## src/rtl/lsu_pkg.sv

```systemverilog
package lsu_pkg;
  localparam int WORD_W = 32;
  localparam int LANES  = WORD_W / 8;
  localparam int LANE_W = $clog2(LANES);

  typedef enum logic [1:0] {
    SZ_BYTE = 2'd0,
    SZ_HALF = 2'd1,
    SZ_WORD = 2'd2
  } acc_size_e;

  typedef struct packed {
    logic              is_load;
    logic [1:0]        size;
    logic              zext;
    logic [LANE_W-1:0] lane;
    logic              misal;
  } pend_t;
endpackage

```

## src/rtl/lsu_agen.sv

```systemverilog
module lsu_agen
  import lsu_pkg::*;
#(
  parameter int ADDR_W = 32,
  parameter int DISP_W = 16
) (
  input  logic [ADDR_W-1:0] base_i,
  input  logic [DISP_W-1:0] disp_i,
  input  logic [1:0]        size_i,
  output logic [ADDR_W-1:0] ea_o,
  output logic              misal_o
);
  localparam int EXT_W = ADDR_W - DISP_W;

  logic [ADDR_W-1:0] disp_sx;

  assign disp_sx = {{EXT_W{disp_i[DISP_W-1]}}, disp_i};
  assign ea_o    = base_i + disp_sx;

  always_comb begin
    unique case (size_i)
      SZ_BYTE: misal_o = 1'b0;
      SZ_HALF: misal_o = ea_o[0];
      default: misal_o = |ea_o[LANE_W-1:0];
    endcase
  end
endmodule

```

## src/rtl/lsu_store_lane.sv

```systemverilog
module lsu_store_lane
  import lsu_pkg::*;
(
  input  logic              en_i,
  input  logic [1:0]        size_i,
  input  logic [LANE_W-1:0] lane_i,
  input  logic [WORD_W-1:0] wdata_i,
  output logic [LANES-1:0]  strb_o,
  output logic [WORD_W-1:0] data_o
);
  for (genvar g = 0; g < LANES; g++) begin : g_lane
    localparam logic [LANE_W-1:0] LN = LANE_W'(g);
    logic hit;

    always_comb begin
      unique case (size_i)
        SZ_BYTE: hit = (lane_i == LN);
        SZ_HALF: hit = (lane_i[LANE_W-1] == LN[LANE_W-1]);
        default: hit = 1'b1;
      endcase
    end

    assign strb_o[g] = en_i & hit;

    always_comb begin
      unique case (size_i)
        SZ_BYTE: data_o[8*g +: 8] = wdata_i[7:0];
        SZ_HALF: data_o[8*g +: 8] = LN[0] ? wdata_i[15:8] : wdata_i[7:0];
        default: data_o[8*g +: 8] = wdata_i[8*g +: 8];
      endcase
    end
  end
endmodule

```

## src/rtl/lsu_load_extend.sv

```systemverilog
module lsu_load_extend
  import lsu_pkg::*;
(
  input  logic [1:0]        size_i,
  input  logic [LANE_W-1:0] lane_i,
  input  logic              zext_i,
  input  logic [WORD_W-1:0] rdata_i,
  output logic [WORD_W-1:0] data_o
);
  logic [7:0]  sel_b;
  logic [15:0] sel_h;
  logic        fill_b;
  logic        fill_h;

  always_comb begin
    sel_b = rdata_i[7:0];
    for (int k = 0; k < LANES; k++) begin
      if (lane_i == LANE_W'(k)) sel_b = rdata_i[8*k +: 8];
    end
  end

  assign sel_h  = lane_i[LANE_W-1] ? rdata_i[31:16] : rdata_i[15:0];
  assign fill_b = ~zext_i & sel_b[7];
  assign fill_h = ~zext_i & sel_h[15];

  always_comb begin
    unique case (size_i)
      SZ_BYTE: data_o = {{(WORD_W-8){fill_b}}, sel_b};
      SZ_HALF: data_o = {{(WORD_W-16){fill_h}}, sel_h};
      default: data_o = rdata_i;
    endcase
  end


  always_comb begin
    if (zext_i && size_i == SZ_BYTE)
      zext_byte_chk: assert (data_o[WORD_W-1:8] == '0);
  end
endmodule

```

## src/rtl/lsu_lane_align.sv

```systemverilog
module lsu_lane_align
  import lsu_pkg::*;
#(
  parameter int ADDR_W = 32,
  parameter int DISP_W = 16
) (
  input  logic              clk,
  input  logic              rst_n,
  input  logic              req_valid,
  output logic              req_ready,
  input  logic              req_store,
  input  logic [1:0]        req_size,
  input  logic              req_unsigned,
  input  logic [ADDR_W-1:0] req_base,
  input  logic [DISP_W-1:0] req_disp,
  input  logic [31:0]       req_wdata,
  output logic              mem_en,
  output logic [ADDR_W-1:0] mem_addr,
  output logic [3:0]        mem_we,
  output logic [31:0]       mem_wdata,
  input  logic [31:0]       mem_rdata,
  output logic              rsp_valid,
  input  logic              rsp_ready,
  output logic [31:0]       rsp_data,
  output logic              rsp_misalign
);
  logic [ADDR_W-1:0] ea;
  logic              misal;
  logic              accept;
  logic              st_en;
  logic              p_vld;
  pend_t             p_q;
  logic [31:0]       ext_data;
  logic              r_vld;
  logic [31:0]       r_data;
  logic              r_mis;

  lsu_agen #(.ADDR_W(ADDR_W), .DISP_W(DISP_W)) u_agen (
    .base_i (req_base),
    .disp_i (req_disp),
    .size_i (req_size),
    .ea_o   (ea),
    .misal_o(misal)
  );

  assign req_ready = ~p_vld & (~r_vld | rsp_ready);
  assign accept    = req_valid & req_ready;
  assign st_en     = accept & req_store & ~misal;

  lsu_store_lane u_store (
    .en_i   (st_en),
    .size_i (req_size),
    .lane_i (ea[LANE_W-1:0]),
    .wdata_i(req_wdata),
    .strb_o (mem_we),
    .data_o (mem_wdata)
  );

  assign mem_en   = accept & ~misal;
  assign mem_addr = ea;

  always_ff @(posedge clk) begin
    if (!rst_n) begin
      p_vld <= 1'b0;
      p_q   <= '0;
    end else begin
      p_vld <= accept;
      if (accept) begin
        p_q.is_load <= ~req_store;
        p_q.size    <= req_size;
        p_q.zext    <= req_unsigned;
        p_q.lane    <= ea[LANE_W-1:0];
        p_q.misal   <= misal;
      end
    end
  end

  lsu_load_extend u_ext (
    .size_i (p_q.size),
    .lane_i (p_q.lane),
    .zext_i (p_q.zext),
    .rdata_i(mem_rdata),
    .data_o (ext_data)
  );

  always_ff @(posedge clk) begin
    if (!rst_n) begin
      r_vld  <= 1'b0;
      r_data <= '0;
      r_mis  <= 1'b0;
    end else if (p_vld) begin
      r_vld  <= 1'b1;
      r_data <= (p_q.is_load && !p_q.misal) ? ext_data : '0;
      r_mis  <= p_q.misal;
    end else if (rsp_ready) begin
      r_vld  <= 1'b0;
    end
  end

  assign rsp_valid    = r_vld;
  assign rsp_data     = r_data;
  assign rsp_misalign = r_mis;


  rsp_hold_chk: assert property (@(posedge clk) disable iff (!rst_n)
    (rsp_valid && !rsp_ready) |=> (rsp_valid && $stable(rsp_data) && $stable(rsp_misalign)));


  single_flight_chk: assert property (@(posedge clk) disable iff (!rst_n)
    p_vld |-> !req_ready);


  pend_drain_chk: assert property (@(posedge clk) disable iff (!rst_n)
    p_vld |-> (!rsp_valid || rsp_ready));


  misal_quiet_chk: assert property (@(posedge clk) disable iff (!rst_n)
    (req_valid && req_ready && req_size == 2'd2 && (|mem_addr[1:0])) |-> (!mem_en && mem_we == 4'b0000));


  strobe_pop_chk: assert property (@(posedge clk) disable iff (!rst_n)
    (mem_en && req_store) |->
      ($countones(mem_we) == ((req_size == 2'd0) ? 1 : (req_size == 2'd1) ? 2 : 4)));
endmodule

```

## config.mk

```make
export PLATFORM = sky130hd
export DESIGN_NAME = lsu_lane_align
export DESIGN_NICKNAME = d
export VERILOG_FILES = /design/src/rtl/lsu_pkg.sv /design/src/rtl/lsu_agen.sv /design/src/rtl/lsu_store_lane.sv /design/src/rtl/lsu_load_extend.sv /design/src/rtl/lsu_lane_align.sv
export SDC_FILE = /design/constraint.sdc
export NUM_CORES = 1
export LEC_CHECK = 0
export ABC_AREA = 1
export BUFFER_PORTS_ARGS = -buffer_cell sky130_fd_sc_hd__buf_4
export CORE_MARGIN = 2
export CORE_UTILIZATION = 50
export CTS_BUF_LIST = sky130_fd_sc_hd__clkbuf_4
export DETAILED_ROUTE_END_ITERATION = 7
export PLACE_DENSITY_LB_ADDON = 0.12
export SYNTH_ARGS = -nofsm -noshare
export SYNTH_HDL_FRONTEND = slang
export SYNTH_SLANG_ARGS = --single-unit
```

## constraint.sdc

```tcl
create_clock -name clk -period 2.4 [get_ports clk]
set_input_delay 0.36 -clock clk [delete_from_list [all_inputs] [get_ports clk]]
set_output_delay 0.36 -clock clk [all_outputs]
set_load 0.01 [all_outputs]
```

Word-level counts from Yosys, hierarchy flattened
Cells that the tools add are included.
- word-level logic and storage cells: 60
- memories: 0
- output and inout port bits: 104
- register bits after elaboration: 42
- ROM bits: 0
- bits in latches: 0
- memory bits (writable): 0
- shifts and indexed selects: 0
- muxes and demuxes: 16
- magnitude comparators: 0
- add/sub/neg operators: 1
- reduce and logical (&&, ||, !) cells: 8
- eq/ne operators: 8
- bitwise gates (word level): 18
- div/mod/pow operators: 0
- multiply operators: 0
- operators by type and width (kind ; number):
    32-bit case mux with 2 select lines ; 1
    8-bit 2-to-1 mux ; 5
    32-bit adder ; 1
    32-bit 2-to-1 mux ; 1
    16-bit 2-to-1 mux ; 1
    8-bit case mux with 2 select lines ; 1
    1-bit bitwise AND ; 11
    1-bit case mux with 2 select lines ; 5
    2-bit by 1-bit equality test with 1-bit output (second input constant) ; 4
    2-bit equality test (second input constant) ; 4
    2-bit logical NOT ; 3
    1-bit NOT ; 6
    2-bit OR reduction ; 2
    1-bit 2-to-1 mux ; 2
    2-bit nonzero test ; 1
    1-bit logical AND ; 1
    1-bit logical NOT ; 1
    1-bit OR ; 1

Longest topological paths before layout
- depth after elaboration: 7
- mapped depth: 12

Cells and area by module
From an unflattened synthesis, not the netlist that was laid out.
- cell total of the unflattened synthesis: 964
- area, all modules: 5185.0 µm²
- modules (own cells, without submodules) (module ; times used ; sequential area each (µm²) ; area an instance (µm²) ; cells an instance):
    lsu_agen ; 1 ; 0.0 ; 2397.3 ; 497
    lsu_lane_align ; 1 ; 840.8 ; 1595.3 ; 212
    lsu_load_extend ; 1 ; 0.0 ; 708.2 ; 147
    lsu_store_lane ; 1 ; 0.0 ; 484.2 ; 108

Least setup slack after synthesis
No wires, ideal clock.
- path kind: input to output
- start point: input port req_base[0]
- end point: output port mem_we[0]
- setup slack: 147 ps
- data arrival time: 1893 ps
- data required time: 2040 ps
- stages: 7
- cell sequence: ha_1 > inv_1 > fa_1 > inv_1 > a211oi_2 > nand2_1 > nor2_1
- longest elaborated chain between the ends: 6
- elaborated cells between the ends (all ways): 9
- classes of those cells: add/sub (1); mux (2); bitwise (4); reduce/logical (2)
- RTL lines (item ; line ; text):
    start: declaration ; lsu_lane_align.sv:14 ; input logic [ADDR_W-1:0] req_base,
    32-bit adder (*) ; lsu_agen.sv:18 ; assign ea_o = base_i + disp_sx;
    named net mem_addr[1] ; lsu_lane_align.sv:18 ; output logic [ADDR_W-1:0] mem_addr,
    2-bit OR reduction ; lsu_agen.sv:24 ; default: misal_o = |ea_o[LANE_W-1:0];
    1-bit case mux with 2 select lines ; lsu_agen.sv:21 ; unique case (size_i)
    1-bit NOT ; lsu_lane_align.sv:48 ; assign st_en = accept & req_store & ~misal;
    1-bit bitwise AND ; lsu_lane_align.sv:48 ;
    1-bit bitwise AND (*) ; lsu_store_lane.sv:23 ; assign strb_o[g] = en_i & hit;
    end: declaration ; lsu_lane_align.sv:19 ; output logic [3:0] mem_we,
Mark *: on every way through the listed nets, which the timed path passes. The rest lies on a longest branch.

Final worst setup path
- start point: input port req_base[2]
- end point: output port mem_addr[23]
- longest elaborated chain between the ends: 1
- RTL lines (item ; line):
    32-bit adder ; lsu_agen.sv:18
    end: declaration ; lsu_lane_align.sv:18
Every way passes these cells.

==> impl_metrics.py <==
metrics = {
    "sta": {
        "fin_skew_ns": 0.0117,
        "max_slew_margin": 0.510,
        "hold_viol_final": 0,
        "final-setup-viol-count": 0,
        "worst-slew-pin-transition_ns": 0.733,
        "rsz0062_at_grt": "yes",
        "max_freq_mhz": 436,
        "holdWs_ns": 0.274,
        "finalMaxSlewViolations": 0,
        "min_period_ns": 2.29,
        "period_share": 0.955,
    },
    "synth": {
        "yosysUniqueCellTypes": 38,
        "synth_top_area_frac": 0.260,
        "synthCells": 934,
        "synth_nets": 1086,
        "ys_ff_latch": 42,
        "yosysSeqAreaShare": 0.166,
        "syn_area_um2": 5060,
        "yosysWarnings": 0,
        "syn_avg_cell_area_um2": 5.42,
        "synth_top_area_cell": "nand2_1",
        "netlist_top_cells_area": "nand2_1, dfxtp_1, inv_1, ha_1, a21oi_1",
    },
    "power_and_ir_drop": {
        "ir_drop_mv": 0.266,
        "power_density_nw_per_um2": 386,
        "leakagePower_nw": 4.06,
    },
    "clock_tree": {
        "clock_latency_ns": 0.36,
        "postCtsSetupBuffers": 0,
        "cts_tree": "built",
        "clkSlewWorstSetupHoldPaths_ns": 0.13,
        "cts_buffers": 5,
        "root_buffer": "clkbuf_4",
        "h-tree-depth": 2,
        "clockBufferDepth": 2,
        "cts.sinks": 42,
    },
    "grt": {
        "grt_pass1_wl_um": 26200,
        "track_usage": 0.287,
        "grt_max_degree": 29,
        "overflow": 0,
        "antenna_found_initial": 0,
        "grt_pass1_vias": 5760,
    },
    "flow_run": {
        "cap_violations": 0,
    },
    "critical_path": {
        "cp_max_fo": 3,
        "crit_type": "input port to primary output",
        "start_kind": "input port",
        "end_kind": "primary output",
        "crit_arrival_ns": 1.93,
        "required_ns": 2.04,
    },
    "die": {
        "row_count": 36,
        "dieArea_um2": 10900,
        "io_pins": 224,
        "die_x_um": 105,
        "die_height_um": 105,
        "core_area_um2": 9820,
        "start_util": 0.516,
    },
    "placement": {
        "place_congestion": 0.979,
        "place_hpwl_um": 13400,
        "portBuffers": 223,
        "place_area_um2": 6830,
    },
    "layout": {
        "area_growth_pct": 38.5,
        "seq_area_um2": 841,
        "final_cell_mix": "nand2_1, buf_4, inv_1, nor2_1, a21oi_1",
        "utilization": 0.714,
        "design_area_um2": 7010,
        "fillers": 931,
        "layout-drive-gt1-share": 0.258,
        "n_antenna_cell": 0,
        "final_common_cell": "nand2_1",
        "multi_input_area_um2": 3510,
        "layout.nets": 1301,
    },
    "route": {
        "avgRoutedWirePerCell_um": 12.7,
        "drtPass1Iterations": 4,
        "ant_nets": 0,
        "vias": 6341,
        "wl_um": 16300,
        "via_per_inst": 4.94,
        "post-route-drc-count": 0,
        "drt_iter0_drc": 265,
    },
    "run_status": {
        "status": "complete, no violations",
    },
    "worst_hold_path": {
        "hp-class": "input port to flop",
    },
}
final timing paths:
path         slack [ns]  cells past startpoint                start                         to
max                0.11                     12          req_base[2]               mem_addr[23]
min reg2reg        0.46                      2  p_q[6]$_SDFFE_PN0P_        p_q[6]$_SDFFE_PN0P_
max reg2reg        0.46                      8  p_q[2]$_SDFFE_PN0P_  rsp_data[20]$_SDFFE_PN0P_
min                0.27                      3         req_unsigned        p_q[3]$_SDFFE_PN0P_
sequential cells by signal (all words and copies together) (netlist names):
| name | flops |
|---|---|
| rsp_misalign | 1 |
| rsp_valid | 1 |
| p_q | 7 |
| p_vld | 1 |
| rsp_data | 32 |
area by class of cell:
cell class                      instances  share of cell area
Multi-Input combinational cell        697               0.501
Timing Repair Buffer                  238               0.255
Sequential cell                        42               0.120
Inverter                              165              0.0887
Tap cell                              133              0.0237
Clock inverter                          3             0.00571
Clock buffer                            5             0.00536
cell usage after synthesis (all sizes together):
library cell,n
clkinv,2
o211ai,13
nand4,6
inv,163
fa,1
and2,2
xnor2,2
nand2,361
o21bai,1
ha,31
dfxtp,42
a21oi,87
clkbuf,11
o2111ai,2
buf,19
nor3,5
o22ai,1
or2,1
a31oi,1
nand3,46
o21a,3
o21ai,30
a21o,1
a211oi,2
xor2,13
nor2,88
worst max-delay path, stage by stage:
cell and delay (ns):
buf_4 0.11, ha_1 0.29, or2_2 0.33, nand3_1 0.10, nand2_1 0.12, nand2_1 0.08, nand2_1 0.13, nand2_1 0.11
nand2_1 0.06, nand2_1 0.05, nand2_1 0.05, buf_4 0.14
repair_timing:
action | in CTS | in global routing
hold buffers | 0 | 0
endpoints found under the setup margin | 0 | 15
gates resized for setup | 0 | 21
per-stage QoR:
stage | TNS [ns] | total power [mW] | std cells | setup slack (ns)
global placement | 0 | 2.21 | 1275 | 0.0782
finish | 0 | 2.71 | 1283 | 0.108
floorplan | 0 | 1.62 | 934 | 0.147
global route | -0.0404 | 2.90 | 1283 | -0.0351
CTS | 0 | 2.67 | 1283 | 0.0388
detailed placement | 0 | 2.22 | 1275 | 0.0453
kinds of logic (layout without fill, tap and decap cells):
family | Yosys count | in the layout | share of synthesized area
buf+inv | 195 | 411 | 0.160
flops | 42 | 42 | 0.166
simple gates | 509 | 509 | 0.407
xor+xnor | 15 | 15 | 0.0260
fa+ha+maj | 32 | 32 | 0.0806
compound gates | 141 | 141 | 0.160
metal layers:
| layer | global-route usage | routed length, um |
|---|---|---|
| met5 | 0 | 0 |
| met4 | 0.111 | 595 |
| met3 | 0.0356 | 967 |
| met2 | 0.501 | 7700 |
| met1 | 0.357 | 7040 |
power breakdown:
part,switching (mW),internal (mW)
Clock,0.242,0.216
Combinational,0.834,0.655
Sequential,0.0317,0.726
Total,1.11,1.60
Power figures use the tool's default switching activity.
